## src/rtl/uart_rx_queue_pkg.sv

```systemverilog
package uart_rx_queue_pkg;
  // control word layout, low bit first: enable, disable, flush
  typedef struct packed {
    logic flush;
    logic dis;
    logic en;
  } rxq_ctl_t;
endpackage

```

## src/rtl/uart_rx_queue_ram.sv

```systemverilog
module uart_rx_queue_ram #(
  parameter int DEPTH = 16,
  parameter int DW    = 8,
  localparam int AW   = $clog2(DEPTH)
) (
  input  logic          clk,
  input  logic          we,
  input  logic [AW-1:0] wa,
  input  logic [DW-1:0] wd,
  input  logic          re,
  input  logic [AW-1:0] ra,
  output logic [DW-1:0] rq
);
  logic [DW-1:0] mem [DEPTH];

  // read-first single-clock dual-port style, suits block RAM inference
  always_ff @(posedge clk) begin
    if (we) mem[wa] <= wd;
    if (re) rq <= mem[ra];
  end
endmodule

```

## src/rtl/uart_rx_queue_idle.sv

```systemverilog
module uart_rx_queue_idle #(
  parameter int TMO_CHARS = 4,
  localparam int TW       = $clog2(TMO_CHARS + 1)
) (
  input  logic clk,
  input  logic rst,
  input  logic restart,
  input  logic tick,
  output logic fire
);
  logic          armed;
  logic [TW-1:0] n;

  always_ff @(posedge clk) begin
    if (rst) begin
      armed <= 1'b0;
      n     <= '0;
      fire  <= 1'b0;
    end else begin
      fire <= 1'b0;
      if (restart) begin
        armed <= 1'b1;
        n     <= '0;
      end else if (armed && tick) begin
        if (n == TW'(TMO_CHARS - 1)) begin
          armed <= 1'b0;
          fire  <= 1'b1;
        end else begin
          n <= n + TW'(1);
        end
      end
    end
  end

  p_fire_single_r7: assert property (@(posedge clk) disable iff (rst)
    fire |=> !fire);
  p_fire_after_tick_r7: assert property (@(posedge clk) disable iff (rst)
    fire |-> $past(tick) && !$past(restart));
endmodule

```

## src/rtl/uart_rx_queue.sv

```systemverilog
module uart_rx_queue
  import uart_rx_queue_pkg::*;
#(
  parameter int DEPTH     = 16,
  parameter int DW        = 8,
  parameter int LVL_W     = 6,
  parameter int LVL_RST   = 32,
  parameter int TMO_CHARS = 4
) (
  input  logic             clk,
  input  logic             rst,
  input  logic             ctl_wr,
  input  logic [2:0]       ctl_wdata,
  input  logic             lvl_wr,
  input  logic [LVL_W-1:0] lvl_wdata,
  input  logic             push_valid,
  input  logic [DW-1:0]    push_data,
  input  logic             pop_req,
  output logic [DW-1:0]    pop_data,
  input  logic             char_tick,
  output logic             empty,
  output logic             full,
  output logic             trig,
  output logic             ovf_pulse,
  output logic             tmo_pulse
);
  localparam int AW = $clog2(DEPTH);
  localparam int CW = $clog2(DEPTH + 1);

  rxq_ctl_t       ctl_in;
  logic           en_q, dis_q, active;
  logic [LVL_W-1:0] lvl_q;
  logic [AW-1:0]  wr_ptr, rd_ptr;
  logic [CW-1:0]  cnt, cnt_nx;
  logic           flush, pop_en, pop_take, push_ok, ovf_nx, at_full;
  logic           sel_q;
  logic [DW-1:0]  rd_q;

  assign ctl_in   = rxq_ctl_t'(ctl_wdata);
  assign flush    = ctl_wr && ctl_in.flush;
  assign active   = en_q && !dis_q;
  assign at_full  = (cnt == CW'(DEPTH));
  assign pop_en   = pop_req && active;
  assign pop_take = pop_en && (cnt != '0) && !flush;
  assign push_ok  = push_valid && active && !flush && (!at_full || pop_take);
  assign ovf_nx   = push_valid && active && !flush && at_full && !pop_en;
  assign rd_ptr   = wr_ptr - cnt[AW-1:0];

  always_comb begin
    if (flush) cnt_nx = '0;
    else begin
      case ({push_ok, pop_take})
        2'b10:   cnt_nx = cnt + CW'(1);
        2'b01:   cnt_nx = cnt - CW'(1);
        default: cnt_nx = cnt;
      endcase
    end
  end

  always_ff @(posedge clk) begin
    if (rst) begin
      en_q      <= 1'b0;
      dis_q     <= 1'b1;
      lvl_q     <= LVL_W'(LVL_RST);
      wr_ptr    <= '0;
      cnt       <= '0;
      empty     <= 1'b1;
      full      <= 1'b0;
      trig      <= 1'b0;
      ovf_pulse <= 1'b0;
      sel_q     <= 1'b0;
    end else begin
      if (ctl_wr) begin
        en_q  <= ctl_in.en;
        dis_q <= ctl_in.dis;
      end
      if (lvl_wr) lvl_q <= lvl_wdata;
      if (flush) wr_ptr <= '0;
      else if (push_ok) wr_ptr <= wr_ptr + AW'(1);
      cnt       <= cnt_nx;
      empty     <= (cnt_nx == '0);
      full      <= (cnt_nx == CW'(DEPTH));
      ovf_pulse <= ovf_nx;
      if (flush) trig <= 1'b0;
      else if (push_ok && (LVL_W'(cnt_nx) >= lvl_q)) trig <= 1'b1;
      else if (pop_en && (LVL_W'(cnt_nx) < lvl_q)) trig <= 1'b0;
      if (pop_req) sel_q <= pop_take;
    end
  end

  uart_rx_queue_ram #(.DEPTH(DEPTH), .DW(DW)) u_ram (
    .clk (clk),
    .we  (push_ok),
    .wa  (wr_ptr),
    .wd  (push_data),
    .re  (pop_req),
    .ra  (rd_ptr),
    .rq  (rd_q)
  );

  assign pop_data = sel_q ? rd_q : '0;

  uart_rx_queue_idle #(.TMO_CHARS(TMO_CHARS)) u_idle (
    .clk     (clk),
    .rst     (rst),
    .restart (push_ok),
    .tick    (char_tick),
    .fire    (tmo_pulse)
  );

  p_flags_excl_r2: assert property (@(posedge clk) disable iff (rst)
    !(empty && full));
  p_ovf_needs_full_r3: assert property (@(posedge clk) disable iff (rst)
    ovf_pulse |-> $past(full));
  p_ovf_keeps_count_r3: assert property (@(posedge clk) disable iff (rst)
    ovf_pulse |-> cnt == $past(cnt));
  p_idle_when_off_r4: assert property (@(posedge clk) disable iff (rst)
    (!active && !ctl_wr) |=> $stable(cnt));
  p_empty_pop_zero_r5: assert property (@(posedge clk) disable iff (rst)
    (pop_req && active && empty && !push_valid && !ctl_wr) |=> (pop_data == '0) && empty);
  p_both_keep_count_r9: assert property (@(posedge clk) disable iff (rst)
    (push_valid && pop_req && active && !empty && !ctl_wr) |=> $stable(cnt) && !ovf_pulse);
endmodule

```

## config.mk

```make
export PLATFORM = sky130hd
export DESIGN_NAME = uart_rx_queue
export DESIGN_NICKNAME = d
export VERILOG_FILES = /design/src/rtl/uart_rx_queue_pkg.sv /design/src/rtl/uart_rx_queue_ram.sv /design/src/rtl/uart_rx_queue_idle.sv /design/src/rtl/uart_rx_queue.sv
export SDC_FILE = /design/constraint.sdc
export NUM_CORES = 1
export LEC_CHECK = 0
export CELL_PAD_IN_SITES_DETAIL_PLACEMENT = 0
export CELL_PAD_IN_SITES_GLOBAL_PLACEMENT = 2
export CORE_UTILIZATION = 45
export DETAILED_ROUTE_END_ITERATION = 16
export GPL_TIMING_DRIVEN = 0
export MAX_ROUTING_LAYER = met4
export PLACE_DENSITY = 0.88
export SLEW_MARGIN = 20
export SYNTH_ARGS = -nofsm -noshare
export SYNTH_HDL_FRONTEND = slang
export SYNTH_SLANG_ARGS = --single-unit
```

## constraint.sdc

```tcl
create_clock -name clk -period 5.1 [get_ports clk]
set_input_delay 1.53 -clock clk [delete_from_list [all_inputs] [get_ports clk]]
set_output_delay 1.53 -clock clk [all_outputs]
set_load 0.05 [all_outputs]
```

==> flow_summary_export.csv, run 1 <==
group,metric,value,unit
power,ir_worst_vdd,0.267,mV
yosys,synth_cell_types,52,
clock_tree,cts.sinks,163,
sta,tightest_slew,1110,ps
worst_setup_path,r2r_setup_slack,1360,ps
worst_setup_path,cp-start-kind,"input pin",
yosys,async_flop_share,0,
clock_tree,cts_tree,"done",
route,drt-total-wl,13700,um
sta,skew,12.2,ps
worst_setup_path,cp_max_fo,6,
sta,slew_headroom,0.255,
sta,rsz0062_at_grt,"false",
worst_setup_path,r2r-end,"trig$_SDFFE_PP0P_",
run,cap_violations,0,
yosys,yosys-top-cells-area,"edfxtp_1 (59%), mux4_2 (10%), dfxtp_1 (7.8%), mux2i_1 (5.1%), ha_1 (3.1%)",
layout,regArea,0.00462,mm^2
clock_tree,h-tree-depth,4,
route,drt_first_pass_iters,7,
outcome,status,"completed",
yosys,synth_top_area_frac,0.592,
yosys,synth_area_per_cell,16.5,um^2
route,drtIter0Drc,263,
sta,max_freq,207,MHz
place,dp_hpwl,8900,um
yosys,syn_inst,418,
global_routing,antenna_found_initial,0,
route,vias,3723,
route,ant_nets,0,
layout,fin_util,0.549,
layout,nets,515,
layout,drive_above_1_share,0.175,
global_routing,grt_overflow,0,
global_routing,track_usage,0.193,
worst_setup_path,r2r_cells,16,
worst_setup_path,crit_type,"input pin to flop",
yosys,yosysWarnings,0,
hold_path,hp-start,"u_idle.armed$_SDFFE_PP0P_",
hold_path,hp-class,"flop to flop",
worst_setup_path,r2r_start,"cnt[0]$_SDFF_PP0_",
power,p_leak,0.00279,uW
floorplanning,core-area,0.0148,mm^2
yosys,syn_nets,461,
yosys,ys_seq_area_frac,0.671,
sta,finalCriticalPeriod,4840,ps
worst_setup_path,crit_arrival,5190,ps
clock_tree,cts_buffer_depth,2,
route,vias_per_cell,5.57,
sta,maxSlewViolCount,0,
sta,setup_viol,0,
hold_path,worstHoldEndpoint,"u_idle.fire$_SDFF_PP0_",
route,drcViolationCount,0,
yosys,synth-edff-count,136,
clock_tree,clk_pin_slew,60,ps
global_routing,grt_first_pass_wirelength,21400,um
route,wl_per_cell,20.5,um
clock_tree,post_cts_buffers,0,
sta,tns,0,ps
floorplanning,die_y,126,um
floorplanning,core.rowCount,44,
clock_tree,clock-root-buffer,"clkbuf_16",
floorplanning,io_pins,37,
clock_tree,cts_resized,0,
floorplanning,die_w,126,um
yosys,yosys.area.top_type,"edfxtp_1",
clock_tree,numCtsBuffers,17,
yosys,ys_ff_latch,163,
floorplanning,start_util,0.467,
layout,multi_input_area,0.00216,mm^2
layout,fillers,1148,
sta,fin_crit_sh,0.949,
place,io_buffer_count,35,
yosys,ys.flop_type,"edfxtp_1",
global_routing,grt_max_degree,17,
yosys,syn_area,0.00690,mm^2
worst_setup_path,endpoint_kind,"flop",
floorplanning,dieArea,0.0158,mm^2
power,power_density,351,mW/mm^2
global_routing,grt_pass1_vias,3808,
layout,syn2layout_area_growth,17.5,%
worst_setup_path,worst_ep_required_time,5450,ps
layout,antenna_cells,0,
sta,hold_viol_final,0,
clock_tree,clock_latency,420,ps
hold_path,whs_path_depth,2,
clock_tree,cts_hold_repair.buffers,0,
place,gp_congestion,0.782,
cell families after synthesis:
family,count (synthesis),synth area share
DFF,163,0.671
xor gates and xnor gates,10,0.0138
buffers and inverters,31,0.0194
adders and majority gates,19,0.0366
AOI/OAI and AO/OA,27,0.0290
and+or+nand+nor,100,0.0731
muxes,68,0.157
worst max path at each step:
| stage | from | endpoint | depth (start not counted) |
|---|---|---|---|
| floorplan | ctl_wdata[2] | trig$_SDFFE_PP0P_ | 15 |
| global placement | pop_req | trig$_SDFFE_PP0P_ | 14 |
| detailed placement | pop_req | trig$_SDFFE_PP0P_ | 14 |
| CTS | ctl_wr | trig$_SDFFE_PP0P_ | 16 |
| global route | ctl_wr | trig$_SDFFE_PP0P_ | 16 |
| finish | ctl_wr | trig$_SDFFE_PP0P_ | 16 |
layout by cell type (no fill, tap or decap), types with 6 or more instances in the layout:
master / n
edfxtp_1: 136
nor2_1: 44
mux2i_1: 35
clkdlybuf4s50_1: 35
mux4_2: 32
dfxtp_1: 27
ha_1: 17
clkbuf_16: 17
inv_1: 15
nand2_1: 13
clkbuf_1: 10
and2_1: 9
a21oi_1: 6
xnor2_1: 6
critical path, stage by stage:
cell             delay, ps
clkdlybuf4s50_1        490
and2_1                 180
clkbuf_1               160
nor3_1                 320
nand2_1                170
fa_1                   430
nand2b_1               190
a2111o_1               370
o211ai_1               110
and3_1                 250
nor2_1                  70
ha_1                   290
nor2_1                  40
a211oi_1               300
o21ai_0                140
a21oi_1                140
where the power goes:
group          internal [uW]  total [uW]  switching, uW  leakage, uW
registers               1450        1450           3.99      0.00145
clock network            776        1300            528     0.000288
logic                   39.6        88.4           48.8      0.00105
stage by stage:
step / setup WS, ps / instance area (um^2) / hold slack [ps] / power (uW) / std cells
global placement: -98.7 / 7480 / 462 / 1570 / 637
CTS: 267 / 8100 / 471 / 2860 / 669
finish: 258 / 8100 / 466 / 2850 / 669
detailed placement: -153 / 7500 / 456 / 1570 / 637
floorplan: 880 / 6900 / 435 / 1520 / 418
global route: 15.7 / 8100 / 493 / 2920 / 669
final cells by class:
| type | count | area share |
|---|---|---|
| Tap cell | 184 | 0.0284 |
| Multi-Input combinational cell | 224 | 0.266 |
| Clock buffer | 18 | 0.0530 |
| Buffer | 16 | 0.00958 |
| Sequential cell | 163 | 0.571 |
| Timing Repair Buffer | 35 | 0.0432 |
| Inverter | 15 | 0.00695 |
| Clock inverter | 14 | 0.0216 |
synth_stat cells (2+ instances only):
library cell,number
inv_1,15
nand4_1,2
o21ai_0,3
o31ai_1,2
nor3_1,6
mux4_2,32
xnor2_1,6
and2b_1,2
a211oi_1,3
nand2b_1,5
buf_2,5
mux2i_1,35
and2_1,9
nand3_1,4
xor2_1,3
edfxtp_1,136
a211o_1,2
nor2_1,44
a21oi_1,6
dfxtp_1,27
fa_1,2
clkbuf_1,9
nor2b_1,3
ha_1,17
nand2_1,13
sequential cells by signal, indices dropped and copies added, names as in the netlist, 3 cells and up:
register,count
cnt,5
u_ram.rq,8
lvl_q,6
wr_ptr,4
u_idle.n,3
u_ram.mem,128
metal layers:
layer | GRT usage | share of wire
met3 | 0.0421 | 0.059
met4 | 0.0652 | 0.0079
met2 | 0.302 | 0.48
met5 | - | 0
met1 | 0.252 | 0.45
Power figures use the tool's default switching activity.
==> run 2: changes to the inputs <==
PLACE_DENSITY = 0.83   (was 0.88)
SLEW_MARGIN = 0   (was 20)
==> run 2 against run 1 <==
Against the previous run:
- clock-buffer cell count is the same
- flip-flop and latch count is the same
- clock skew is 0.64 ps higher
- sequential power is essentially flat
- design area is essentially flat
- via count fell by 0.35%
- routed wire length is 1.0% lower
- sequential share of layout area about the same
- final cell count up 0.30%
- combinational power barely moved
- global-route usage grew 0.25 points
- critical endpoint unchanged
- largest power group unchanged
==> flow_summary_export.csv, run 2 (synthesis results as in run 1) <==
group,metric,value,unit
layout,syn2layout_area_growth,17.5,%
route,drcViolationCount,0,
clock_tree,clock_latency,420,ps
sta,setup_viol,0,
route,drt_first_pass_iters,4,
clock_tree,cts_hold_repair.buffers,0,
route,vias_per_cell,5.53,
layout,fillers,1167,
worst_setup_path,r2r_start,"cnt[0]$_SDFF_PP0_",
layout,multi_input_area,0.00215,mm^2
clock_tree,h-tree-depth,4,
route,drtIter0Drc,246,
power,power,2840,uW
layout,layout_commonest_cell,"edfxtp_1",
layout,drive_above_1_share,0.175,
sta,skew,12.9,ps
floorplanning,die_w,126,um
layout,antenna_cells,0,
worst_setup_path,crit_arrival,5180,ps
layout,reg_top3,"u_ram.mem: 128 flops, u_ram.rq: 8 flops, lvl_q: 6 flops",
route,wl_per_cell,20.3,um
sta,hold_viol_final,0,
sta,max_freq,207,MHz
global_routing,grt_pass1_vias,3929,
global_routing,grt_overflow,0,
clock_tree,numCtsBuffers,17,
floorplanning,core-area,0.0148,mm^2
layout,top_register,"u_ram.mem",
sta,tightest_slew,1090,ps
route,vias,3710,
worst_setup_path,cp-start-kind,"input pin",
place,gp_congestion,0.755,
sta,maxSlewViolCount,0,
floorplanning,start_util,0.467,
clock_tree,cts_buffer_depth,2,
worst_setup_path,endpoint_kind,"flop",
run,cap_violations,0,
global_routing,grt_first_pass_wirelength,21700,um
clock_tree,clock-root-buffer,"clkbuf_16",
layout,layout.cells.most_common_list,"edfxtp_1 (136), nor2_1 (44), mux2i_1 (35), clkdlybuf4s50_1 (35), mux4_2 (32)",
hold_path,hp-class,"flop to flop",
place,dp_hpwl,9250,um
worst_setup_path,worst_ep_required_time,5460,ps
sta,slew_headroom,0.271,
layout,regArea,0.00462,mm^2
route,ant_nets,0,
clock_tree,cts.sinks,163,
sta,rsz0062_at_grt,"false",
place,io_buffer_count,35,
sta,holdWs,461,ps
power,power_density,350,mW/mm^2
floorplanning,core.rowCount,44,
sta,finalCriticalPeriod,4820,ps
global_routing,grt_max_degree,17,
power,ir_worst_vdd,0.319,mV
clock_tree,cts_tree,"done",
global_routing,track_usage,0.196,
worst_setup_path,cp_max_fo,15,
route,drt-total-wl,13600,um
clock_tree,clk_pin_slew,70,ps
layout,largest_reg_flops,128,
hold_path,hp-start,"u_idle.armed$_SDFFE_PP0P_",
worst_setup_path,crit_type,"input pin to flop",
floorplanning,dieArea,0.0158,mm^2
global_routing,antenna_found_initial,0,
sta,fin_crit_sh,0.946,
worst_setup_path,startpoint,"pop_req",
layout,nets,517,
outcome,status,"completed",
power,p_leak,0.00280,uW
floorplanning,die_y,126,um
floorplanning,io_pins,37,
## run 2: layout make-up
type,instances,share of cell area
plain buffers,16,0.00957
clock buffers,18,0.0529
clock inverters,14,0.0216
inverters,15,0.00695
multi-input cells,224,0.266
flip-flops and latches,163,0.570
well taps,184,0.0284
repair buffers,37,0.0445
## run 2: timing repair
action	CTS	global route
endpoints found under the setup margin	0	1
setup buffers	0	0
gates resized for setup	0	1
## run 2: path summary, 6_finish.rpt
check | depth (start not counted) | slack, ps | to
min | 2 | 460 | u_idle.fire$_SDFF_PP0_
max reg2reg | 16 | 1380 | trig$_SDFFE_PP0P_
max | 14 | 280 | trig$_SDFFE_PP0P_
min reg2reg | 2 | 460 | u_idle.fire$_SDFF_PP0_
## run 2: metrics by stage
step | util | cells | TNS (ps) | area [um^2] | worst slack (ps)
6_report | 0.549 | 671 | 0 | 8110 | 277
3_3_place_gp | 0.507 | 637 | -253 | 7480 | -253
4_1_cts | 0.549 | 671 | 0 | 8100 | 156
5_1_grt | 0.549 | 671 | 0 | 8110 | 12.9
2_1_floorplan | - | 418 | 0 | 6900 | 880
3_5_place_dp | 0.508 | 639 | -279 | 7490 | -279
## run 2: report_power, final
part	internal, uW	total, uW	switching (uW)	leakage, uW
Sequential	1450	1450	4.15	0.00145
Clock	778	1300	520	0.000295
Combinational	39.7	88.6	48.9	0.00106
## run 2: metal layers
layer | vias up | routed length (um) | GRT usage
met3 | 15 | 609 | 0.0370
met1 | 1885 | 6110 | 0.245
li1 | 1721 | - | -
met5 | - | 0 | -
met2 | 89 | 6660 | 0.314
met4 | 0 | 217 | 0.0836
## run 2: worst max-delay path: stages
cell             delay [ps]
clkdlybuf4s50_1         920
and2b_1                 290
nand2_1                 120
fa_1                    420
nand2b_1                190
a2111o_1                380
o211ai_1                120
and3_1                  260
nor2_1                   60
ha_1                    290
nor2_1                   40
a211oi_1                280
o21ai_0                 140
a21oi_1                 150
==> run 3: changes to the inputs <==
ABC_AREA = 1   (was default)
CORE_UTILIZATION = 40   (was 45)
PLACE_DENSITY = 0.82   (was 0.83)
==> run 3 against run 2 <==
Against the previous run:
- fmax increased by 5.7%
- routed wire length rose by 20%
- setup slack better by 260 ps
- worst hold slack gained 9.7 ps
- clock skew decreased by 4.8 ps
- synthesized area is 3.1% higher
- sequential power barely moved
- register-to-register slack gained 630 ps
- largest power group unchanged
==> flow_summary_export.csv, run 3 <==
group,metric,value,unit
route,drtIter0Drc,390,
place,dp.cells,906,
yosys,syn_nets,689,
floorplanning,die_w,135,um
clock_tree,clk_pin_slew,60,ps
yosys,async_flop_share,0,
clock_tree,cts_buffer_depth,2,
yosys,ys_seq_area_frac,0.651,
sta,slew_headroom,0.383,
yosys,yosysMostFrequentCell,"edfxtp_1",
outcome,status,"completed",
sta,rsz0062_at_grt,"false",
layout,fillers,1594,
layout,nets,743,
run,cap_violations,0,
sta,max_freq,219,MHz
yosys,synth_top_area_frac,0.575,
hold_path,whs_path_depth,2,
sta,fin_crit_sh,0.895,
clock_tree,cts_hold_repair.buffers,0,
clock_tree,h-tree-depth,4,
worst_setup_path,r2r_cells,11,
layout,fin_util,0.482,
clock_tree,clock_latency,430,ps
clock_tree,clock-root-buffer,"clkbuf_16",
hold_path,hp-start,"u_idle.n[2]$_SDFFE_PP0P_",
yosys,synth_top_cells_by_count,"edfxtp_1 (136), nor2_1 (126), inv_1 (69), nand2_1 (69), o21ai_0 (53)",
worst_setup_path,r2r_setup_slack,2010,ps
worst_setup_path,cp_max_fo,10,
power,power_density,348,mW/mm^2
yosys,yosys-top-cells-area,"edfxtp_1 (57%), dfxtp_1 (7.6%), nor2_1 (6.7%), o32ai_1 (3.9%), o21ai_0 (3.7%)",
place,dp_hpwl,11500,um
global_routing,grt_overflow,0,
worst_setup_path,crit_arrival,4910,ps
layout,reg_top3,"u_ram.mem: 128 flops, u_ram.rq: 8 flops, lvl_q: 6 flops",
worst_setup_path,slowest_delay,750,ps
clock_tree,post_cts_buffers,0,
yosys,synth_area_per_cell,11.0,um^2
layout,top_register,"u_ram.mem",
sta,finalCriticalPeriod,4560,ps
global_routing,grt_pass1_vias,4571,
sta,skew,8.11,ps
worst_setup_path,r2r-end,"u_ram.rq[3]$_DFFE_PP_",
worst_setup_path,cp-start-kind,"input pin",
route,wl_per_cell,17.4,um
floorplanning,io_pins,37,
clock_tree,cts.sinks,163,
clock_tree,numCtsBuffers,17,
place,post-place-ws,89.6,ps
route,drcViolationCount,0,
layout,syn2layout_area_growth,17.4,%
hold_path,hp-class,"flop to flop",
layout,antenna_cells,0,
global_routing,grt_first_pass_wirelength,25400,um
layout,layout.cells.most_common_list,"edfxtp_1 (136), nor2_1 (126), inv_1 (69), nand2_1 (69), o21ai_0 (53)",
worst_setup_path,cpMostUsedCell,"nand2_1",
floorplanning,dieArea,0.0183,mm^2
power,ir_worst_vdd,0.248,mV
global_routing,antenna_found_initial,0,
route,vias_per_cell,5.15,
sta,tightest_slew,922,ps
route,ant_nets,0,
yosys,ys_ff_latch,163,
place,gp_congestion,0.844,
hold_path,worstHoldEndpoint,"u_idle.n[2]$_SDFFE_PP0P_",
route,vias,4830,
place,io_buffer_count,35,
global_routing,track_usage,0.197,
floorplanning,start_util,0.411,
worst_setup_path,r2r_start,"wr_ptr[0]$_SDFFE_PP0P_",
sta,timing.final.ws_setup,537,ps
worst_setup_path,worst_ep_required_time,5450,ps
yosys,yosys.area.top_type,"edfxtp_1",
worst_setup_path,crit_chain,"clkdlybuf4s50_1 > nand3_2 > nor2_8 > nand3_4 > fa_1 > nand3b_1 > nand2_1 > inv_1 > nand2_1 > nand4_1 > nand3_1 > inv_1 > ha_1 > nand2_1 > nor2_1 > o21ai_0 > nand3_1 > nand2_1 > a21oi_1",
layout,drive_above_1_share,0.0940,
layout,layout_commonest_cell,"edfxtp_1",
yosys,syn_inst,646,
global_routing,grt_max_degree,17,
floorplanning,core.rowCount,48,
worst_setup_path,cp_slowest_cell,"clkdlybuf4s50_1",
route,drt_first_pass_iters,5,
sta,setup_viol,0,
floorplanning,die_y,135,um
yosys,yosysWarnings,0,
worst_setup_path,endpoint_kind,"flop",
route,drt-total-wl,16300,um
floorplanning,core-area,0.0173,mm^2
sta,hold_viol_final,0,
yosys,synth-edff-count,136,
power,power,2900,uW
clock_tree,cts_tree,"done",
yosys,ys.flop_type,"edfxtp_1",
clock_tree,cts_resized,0,
sta,tns,0,ps
power,p_leak,0.00310,uW
yosys,synth_cell_types,34,
yosys,syn_area,0.00711,mm^2
layout,stdcell_count,938,
layout,largest_reg_flops,128,
sta,maxSlewViolCount,0,
worst_setup_path,crit_type,"input pin to flop",
==> run 3: cell types whose count changed in the layout (fill, tap and decap cells not counted), moves of 16 or more <==
cell     change
nand2_1     +56
mux2i_1     -35
o32ai_1     +32
inv_1       +54
nor2_1      +82
mux4_2      -32
o21ai_0     +50
o21ai_1     +16
==> run 3: area by class of cell <==
type | instances | area [um^2] | area share
clock buffer | 17 | 425 | 0.0510
multi-input combinational | 383 | 2080 | 0.250
timing repair buffer | 35 | 350 | 0.0420
clock inverter | 15 | 179 | 0.0214
tap | 225 | 282 | 0.0337
inverter | 74 | 282 | 0.0337
buffer | 26 | 119 | 0.0142
sequential | 163 | 4620 | 0.554
==> run 3: per-layer routing <==
layer  wire (um)  GRT usage
met3         761     0.0340
met1        7610      0.264
met2        7760      0.302
met4         222     0.0668
met5           0          -
==> run 3: cells by family (layout without fill, tap and decap cells) <==
kind of cell               count (synthesis)  count (layout)  synth area share
buffers and inverters                    100             167            0.0563
and+or+nand+nor                          239             239             0.150
xor gates and xnor gates                   4               4           0.00493
adders and majority gates                 19              19            0.0356
AOI/OAI and AO/OA                        121             121             0.102
DFF                                      163             163             0.651
==> run 3: report_power, final <==
part	leakage, uW	total, uW	switching [uW]	internal, uW
Combinational	0.00136	141	93.4	47.5
Sequential	0.00145	1460	4.46	1450
Clock	0.000295	1300	526	774
Total	0.00310	2900	624	2280
==> run 3: worst max path at each step <==
| stage | startpoint | to | slack (ps) | cells after the start |
|---|---|---|---|---|
| after global routing | pop_req | trig$_SDFFE_PP0P_ | 280 | 19 |
| after detailed placement | pop_req | trig$_SDFFE_PP0P_ | 90 | 19 |
| after global placement | pop_req | trig$_SDFFE_PP0P_ | 150 | 19 |
| final | pop_req | trig$_SDFFE_PP0P_ | 540 | 19 |
| after floorplan | ctl_wdata[2] | trig$_SDFFE_PP0P_ | 1310 | 19 |
| after CTS | pop_req | trig$_SDFFE_PP0P_ | 520 | 19 |
==> run 3: through the flow <==
stage / area (um^2) / hold WS [ps]
finish: 8340 / 471
global route: 8340 / 490
CTS: 8340 / 475
detailed placement: 7740 / 466
global placement: 7740 / 448
floorplan: 7110 / 439
==> run 3: worst max-delay path, delay by kind of cell <==
| kind | cells | cell delay [ps] |
|---|---|---|
| AND/OR/NAND/NOR | 12 | 1550 |
| adder cells (fa/ha/maj) | 2 | 700 |
| buffers and inverters | 3 | 850 |
| AO/OA/AOI/OAI | 2 | 250 |
